`config.mk`:
```
export PLATFORM = sky130hd
export DESIGN_NAME = irq_route_ctrl
export DESIGN_NICKNAME = d
export VERILOG_FILES = /design/src/rtl/irq_route_pkg.sv /design/src/rtl/irq_src_cfg.sv /design/src/rtl/irq_cpu_mask.sv /design/src/rtl/irq_qualify.sv /design/src/rtl/irq_route_ctrl.sv
export SDC_FILE = /design/constraint.sdc
export NUM_CORES = 1
export LEC_CHECK = 0
export ABC_AREA = 1
export BUFFER_PORTS_ARGS = -buffer_cell sky130_fd_sc_hd__clkbuf_2
export CORE_ASPECT_RATIO = 0.8
export CORE_MARGIN = 3
export CORE_UTILIZATION = 40
export CTS_CLUSTER_DIAMETER = 200
export CTS_CLUSTER_SIZE = 20
export DETAILED_ROUTE_END_ITERATION = 8
export GPL_TIMING_DRIVEN = 1
export SKIP_CTS_REPAIR_TIMING = 1
export SLEW_MARGIN = 20
export SYNTH_ARGS = -nofsm -noshare
export SYNTH_HDL_FRONTEND = slang
export SYNTH_SLANG_ARGS = --single-unit
```
`constraint.sdc`:
```
create_clock -name clk -period 2.5 [get_ports clk]
set_input_delay 0.125 -clock clk [delete_from_list [all_inputs] [get_ports clk]]
set_output_delay 0.125 -clock clk [all_outputs]
set_load 0.01 [all_outputs]
```
`src/rtl/irq_route_pkg.sv`:
```
package irq_route_pkg;
  localparam int ADDR_W = 12;
  localparam int ID_W   = 10;
  localparam logic [ID_W-1:0] ID_NONE = '1;

  // shared bank
  localparam logic [ADDR_W-1:0] OFS_CTRL       = 12'h000;
  localparam logic [ADDR_W-1:0] OFS_EN_SET     = 12'h030;
  localparam logic [ADDR_W-1:0] OFS_EN_CLR     = 12'h034;
  localparam logic [ADDR_W-1:0] OFS_ROUTE_BASE = 12'h100;
  // per-CPU bank
  localparam logic [ADDR_W-1:0] OFS_ACK        = 12'h044;
  localparam logic [ADDR_W-1:0] OFS_MASK_SET   = 12'h048;
  localparam logic [ADDR_W-1:0] OFS_MASK_CLR   = 12'h04C;

  typedef enum logic {BANK_SHARED = 1'b0, BANK_CPU = 1'b1} bank_e;
endpackage

```
`src/rtl/irq_src_cfg.sv`:
```
module irq_src_cfg
  import irq_route_pkg::*;
#(
  parameter int NSRC      = 32,
  parameter int NCPU      = 4,
  parameter int TIMER_SRC = 5,
  localparam int SRC_W    = (NSRC > 1) ? $clog2(NSRC) : 1
) (
  input  logic                        clk,
  input  logic                        rst,
  input  logic                        wr_en,
  input  logic [ADDR_W-1:0]           addr,
  input  logic [31:0]                 wdata,
  output logic                        route_hit,
  output logic [NCPU-1:0]             route_rd,
  output logic [NSRC-1:0]             gate,
  output logic [NSRC-1:0][NCPU-1:0]   route
);
  logic [NSRC-1:0]           en_q;
  logic [NSRC-1:0][NCPU-1:0] route_q;
  logic                      num_ok;
  logic [SRC_W-1:0]          num;
  logic [ADDR_W-1:0]         roff;
  logic [SRC_W-1:0]          ridx;

  assign num_ok = (wdata < 32'(NSRC));
  assign num    = wdata[SRC_W-1:0];

  assign roff      = addr - OFS_ROUTE_BASE;
  assign ridx      = roff[SRC_W+1:2];
  assign route_hit = (addr >= OFS_ROUTE_BASE) && (roff[1:0] == 2'b00) &&
                     (roff[ADDR_W-1:2] < (ADDR_W-2)'(NSRC));

  always_ff @(posedge clk) begin
    if (rst) begin
      en_q <= '0;
    end else if (wr_en && num_ok) begin
      if (addr == OFS_EN_SET) en_q[num] <= 1'b1;
      if (addr == OFS_EN_CLR) en_q[num] <= 1'b0;
    end
  end

  always_ff @(posedge clk) begin
    if (rst) begin
      route_q <= '0;
    end else if (wr_en && route_hit) begin
      route_q[ridx] <= wdata[NCPU-1:0];
    end
  end

  assign route_rd = route_hit ? route_q[ridx] : '0;
  assign route    = route_q;

  for (genvar s = 0; s < NSRC; s++) begin : g_gate
    if (s == TIMER_SRC) begin : g_timer
      assign gate[s] = 1'b1;
    end else begin : g_plain
      assign gate[s] = en_q[s];
    end
  end
endmodule

```
`src/rtl/irq_cpu_mask.sv`:
```
module irq_cpu_mask
  import irq_route_pkg::*;
#(
  parameter int NSRC   = 32,
  parameter int NCPU   = 4,
  localparam int SRC_W = (NSRC > 1) ? $clog2(NSRC) : 1,
  localparam int CPU_W = (NCPU > 1) ? $clog2(NCPU) : 1
) (
  input  logic                        clk,
  input  logic                        rst,
  input  logic                        wr_en,
  input  logic [CPU_W-1:0]            cpu,
  input  logic [ADDR_W-1:0]           addr,
  input  logic [31:0]                 wdata,
  output logic [NCPU-1:0][NSRC-1:0]   mask
);
  logic             num_ok;
  logic [SRC_W-1:0] num;

  assign num_ok = (wdata < 32'(NSRC)) && (32'(cpu) < 32'(NCPU));
  assign num    = wdata[SRC_W-1:0];

  for (genvar c = 0; c < NCPU; c++) begin : g_cpu
    always_ff @(posedge clk) begin
      if (rst) begin
        mask[c] <= '1;
      end else if (wr_en && num_ok && (cpu == CPU_W'(c))) begin
        if (addr == OFS_MASK_SET) mask[c][num] <= 1'b1;
        if (addr == OFS_MASK_CLR) mask[c][num] <= 1'b0;
      end
    end
  end
endmodule

```
`src/rtl/irq_qualify.sv`:
```
module irq_qualify
  import irq_route_pkg::*;
#(
  parameter int NSRC = 32,
  parameter int NCPU = 4
) (
  input  logic [NSRC-1:0]             src_lvl,
  input  logic [NSRC-1:0]             gate,
  input  logic [NSRC-1:0][NCPU-1:0]   route,
  input  logic [NCPU-1:0][NSRC-1:0]   mask,
  output logic [NCPU-1:0]             hit,
  output logic [NCPU-1:0][ID_W-1:0]   best
);
  for (genvar c = 0; c < NCPU; c++) begin : g_cpu
    logic [NSRC-1:0] qual;

    always_comb begin
      for (int s = 0; s < NSRC; s++) begin
        qual[s] = src_lvl[s] & gate[s] & route[s][c] & ~mask[c][s];
      end
    end

    assign hit[c] = |qual;

    // lowest number wins: scan downward so the last hit kept is the smallest
    always_comb begin
      best[c] = ID_NONE;
      for (int s = NSRC - 1; s >= 0; s--) begin
        if (qual[s]) best[c] = ID_W'(s);
      end
    end
  end
endmodule

```
`src/rtl/irq_route_ctrl.sv`:
```
module irq_route_ctrl
  import irq_route_pkg::*;
#(
  parameter int NSRC      = 32,
  parameter int NCPU      = 4,
  parameter int TIMER_SRC = 5,
  localparam int CPU_W    = (NCPU > 1) ? $clog2(NCPU) : 1
) (
  input  logic               clk,
  input  logic               rst,
  input  logic [NSRC-1:0]    src_lvl,
  input  logic               bus_wr,
  input  logic               bus_rd,
  input  logic               bus_bank,
  input  logic [CPU_W-1:0]   bus_cpu,
  input  logic [ADDR_W-1:0]  bus_addr,
  input  logic [31:0]        bus_wdata,
  output logic [31:0]        bus_rdata,
  output logic               bus_rvalid,
  output logic [NCPU-1:0]    cpu_irq
);
  logic                      shared_wr, cpu_wr;
  logic                      route_hit;
  logic [NCPU-1:0]           route_rd;
  logic [NSRC-1:0]           gate;
  logic [NSRC-1:0][NCPU-1:0] route;
  logic [NCPU-1:0][NSRC-1:0] mask;
  logic [NCPU-1:0]           hit;
  logic [NCPU-1:0][ID_W-1:0] best;
  logic [31:0]               rd_mux;

  assign shared_wr = bus_wr && (bus_bank == BANK_SHARED);
  assign cpu_wr    = bus_wr && (bus_bank == BANK_CPU);

  irq_src_cfg #(.NSRC(NSRC), .NCPU(NCPU), .TIMER_SRC(TIMER_SRC)) u_cfg (
    .clk(clk), .rst(rst), .wr_en(shared_wr), .addr(bus_addr), .wdata(bus_wdata),
    .route_hit(route_hit), .route_rd(route_rd), .gate(gate), .route(route)
  );

  irq_cpu_mask #(.NSRC(NSRC), .NCPU(NCPU)) u_mask (
    .clk(clk), .rst(rst), .wr_en(cpu_wr), .cpu(bus_cpu), .addr(bus_addr),
    .wdata(bus_wdata), .mask(mask)
  );

  irq_qualify #(.NSRC(NSRC), .NCPU(NCPU)) u_qual (
    .src_lvl(src_lvl), .gate(gate), .route(route), .mask(mask),
    .hit(hit), .best(best)
  );

  always_comb begin
    rd_mux = '0;
    if (bus_bank == BANK_SHARED) begin
      if (bus_addr == OFS_CTRL) rd_mux = 32'(NSRC) << 2;
      else if (route_hit)       rd_mux = 32'(route_rd);
    end else begin
      if (bus_addr == OFS_ACK) begin
        if (32'(bus_cpu) < 32'(NCPU)) rd_mux = 32'(best[bus_cpu]);
        else                          rd_mux = 32'(ID_NONE);
      end
    end
  end

  always_ff @(posedge clk) begin
    if (rst) begin
      bus_rdata  <= '0;
      bus_rvalid <= 1'b0;
      cpu_irq    <= '0;
    end else begin
      bus_rvalid <= bus_rd;
      if (bus_rd) bus_rdata <= rd_mux;
      cpu_irq <= hit;
    end
  end
endmodule

```
==> flow_metrics.env <==
export IMPL_setup_viol=1
export IMPL_grt_pass1_wl_mm=87.4
export IMPL_clkLatencyLatePin_ns=0.54
export IMPL_min_path_cells=4
export IMPL_grt_max_degree=70
export IMPL_synthAdderAreaFrac=0
export IMPL_mostFrequentLayoutCell="nand2_1"
export IMPL_grt_pass1_vias=14500
export IMPL_drc=0
export IMPL_finalHoldViolCount=0
export IMPL_synth_seq_area_share=0.399
export IMPL_synth_ff_type="dfxtp_1"
export IMPL_max_slew_margin_rel=0.551
export IMPL_ys_types=39
export IMPL_antenna_left=0
export IMPL_antenna_found_initial=0
export IMPL_pre_cts_ws_ns=-0.152
export IMPL_max_freq_ghz=0.379
export IMPL_clkTransAtPathRegs_ns=0.09
export IMPL_cap_violations=0
export IMPL_drt_vias_per_instance=5.53
export IMPL_cts_buffers=18
export IMPL_cts_sinks=299
export IMPL_synth_xor_xnor_area_share=0
export IMPL_die_w_um=223
export IMPL_crit_required_ns=2.94
export IMPL_wl_per_cell_um=20.1
export IMPL_place_inst=2897
export IMPL_cts_tree="yes"
export IMPL_hold_end="u_cfg.en_q[31]"
export IMPL_grt_use_total=0.285
export IMPL_port_buffers=97
export IMPL_period_share=1.06
export IMPL_worst_r2r_cell_count=37
export IMPL_start_util=0.412
export IMPL_crit_type="reg -> reg"
export IMPL_slowest_delay_ns=0.36
export IMPL_drt_iter0_markers=1926
export IMPL_async_flop_share=0
export IMPL_fin_cells=2919
export IMPL_ir_drop_mv=0.322
export IMPL_min_from="bus_wr"
export IMPL_reg2reg_to="bus_rdata[0]"
export IMPL_wl_mm=58.8
export IMPL_fin_crit_ns=2.64
export IMPL_p_leak_nw=6.60
export IMPL_rsz0062_at_grt="yes"
export IMPL_coreArea_mm2=0.0365
export IMPL_rrSetupSlack_ns=-0.14
export IMPL_drive_gt1_frac=0.121
export IMPL_place_gp_congestion=0.965
export IMPL_synthCells=2297
export IMPL_hpwl_mm=42.7
export IMPL_total_power_mw=8.47
export IMPL_final_nets=2522
export IMPL_grt_ovfl_total=0
export IMPL_yosys_warnings=0
export IMPL_violations="negative setup slack"
export IMPL_syn_area_mm2=0.0150
export IMPL_slew_viol_final=0
export IMPL_timing_final_ws_setup_ns=-0.138
export IMPL_cp_end_kind="flip-flop"
export IMPL_cts_buffer_depth=3
export IMPL_io_pins=120
export IMPL_path_max_fanout=4
export IMPL_synth_top_family_by_area="simple AND/OR/NAND/NOR gates"
export IMPL_cp_start_kind="flip-flop"
export IMPL_fin_skew_ns=0.0176
export IMPL_dieHeight_um=179
export IMPL_whs_ns=0.00280
export IMPL_tightest_slew_ns=0.672
export IMPL_power_density_mw_per_mm2=489
export IMPL_synth_simple_gate_area_frac=0.267
export IMPL_cts_root_buf="clkbuf_16"
export IMPL_fill_cells=3734
export IMPL_htreeDepth=1
export IMPL_drtPass1Iterations=5
export IMPL_hold_path_class="in -> reg"
export IMPL_cp_arrival_ns=3.07
export IMPL_critPathMostFrequentCell="nand2_1"
export IMPL_cpMaxStageDelayCell="dfxtp_2"
export IMPL_synth_edf_count=0
export IMPL_rows=62
export IMPL_die_area_mm2=0.0399
export IMPL_fin_util=0.475
export IMPL_muxShareOfSynthArea=0
export IMPL_n_antenna_cell=0
export IMPL_area_growth_pct=15.5
export IMPL_vias=16100
export IMPL_status="finished, violations left"
export IMPL_avgSynthCellArea_um2=6.53
export IMPL_synth_compound_area_frac=0.220
export IMPL_ys_ff_latch=299
export IMPL_final_cell_mix="nand2_1 (485), dfxtp_1 (297), inv_1 (283), nor2_1 (244)"
-- worst max path at each step --
stage / endpoint / slack [ns] / cells after the start
2_1_floorplan: bus_rdata[0] / 0.31 / 37
3_3_place_gp: bus_rdata[0] / -0.20 / 37
3_5_place_dp: bus_rdata[0] / -0.15 / 37
4_1_cts: bus_rdata[0] / -0.18 / 37
5_1_grt: bus_rdata[0] / -0.52 / 37
6_report: bus_rdata[0] / -0.14 / 37
-- report_power, final --
part	total [mW]	switching, mW	internal [mW]
clock network	3.05	1.68	1.36
logic	0.654	0.456	0.198
registers	4.77	0.00497	4.76
-- Yosys cell counts, drive strengths merged (3+ instances only) --
master,number,area share
nand2,494,0.12
dfxtp,299,0.40
inv,299,0.075
nor2,248,0.063
o21ai,226,0.075
a21oi,170,0.057
o22ai,169,0.070
nor3,159,0.054
clkbuf,101,0.025
buf,28,0.013
nand3,25,0.0090
nand4,18,0.0075
nor4,14,0.0058
a31oi,13,0.0054
o31ai,6,0.0033
o211ai,5,0.0025
o21bai,3,0.0015
or3,3,0.0013
or4,3,0.0015
-- logic make-up after synthesis --
family                 count (synthesis)
and+or+nand+nor                      967
AOI/OAI and AO/OA                    600
buffers and inverters                430
DFF                                  299
other                                  1
-- per-layer routing --
metal / vias up / track usage / wire, um
met2: 778 / 0.424 / 24100
met4: 0 / 0.0625 / 1420
met1: 7413 / 0.424 / 27200
li1: 7870 / - / -
met3: 87 / 0.0565 / 6010
met5: - / 0 / 0
-- area by class of cell --
cell class / instances / area, um2 / share of cell area
inverters: 301 / 1140 / 0.0655
repair buffers: 230 / 1650 / 0.0951
flip-flops and latches: 299 / 5990 / 0.345
well taps: 480 / 601 / 0.0346
clock buffers: 20 / 479 / 0.0276
multi-input cells: 1589 / 7480 / 0.432
-- worst max-delay path, delay by kind of cell, from the launching register on --
family	cells	cell delay, ns
DFF	1	0.36
and+or+nand+nor	37	2.17
-- through the flow --
step	TNS [ns]	area (um2)
floorplan	0	15100
global placement	-0.201	16800
detailed placement	-0.152	16800
CTS	-0.178	17200
global route	-0.522	17300
finish	-0.138	17300
(Power assumes the default switching activity.)
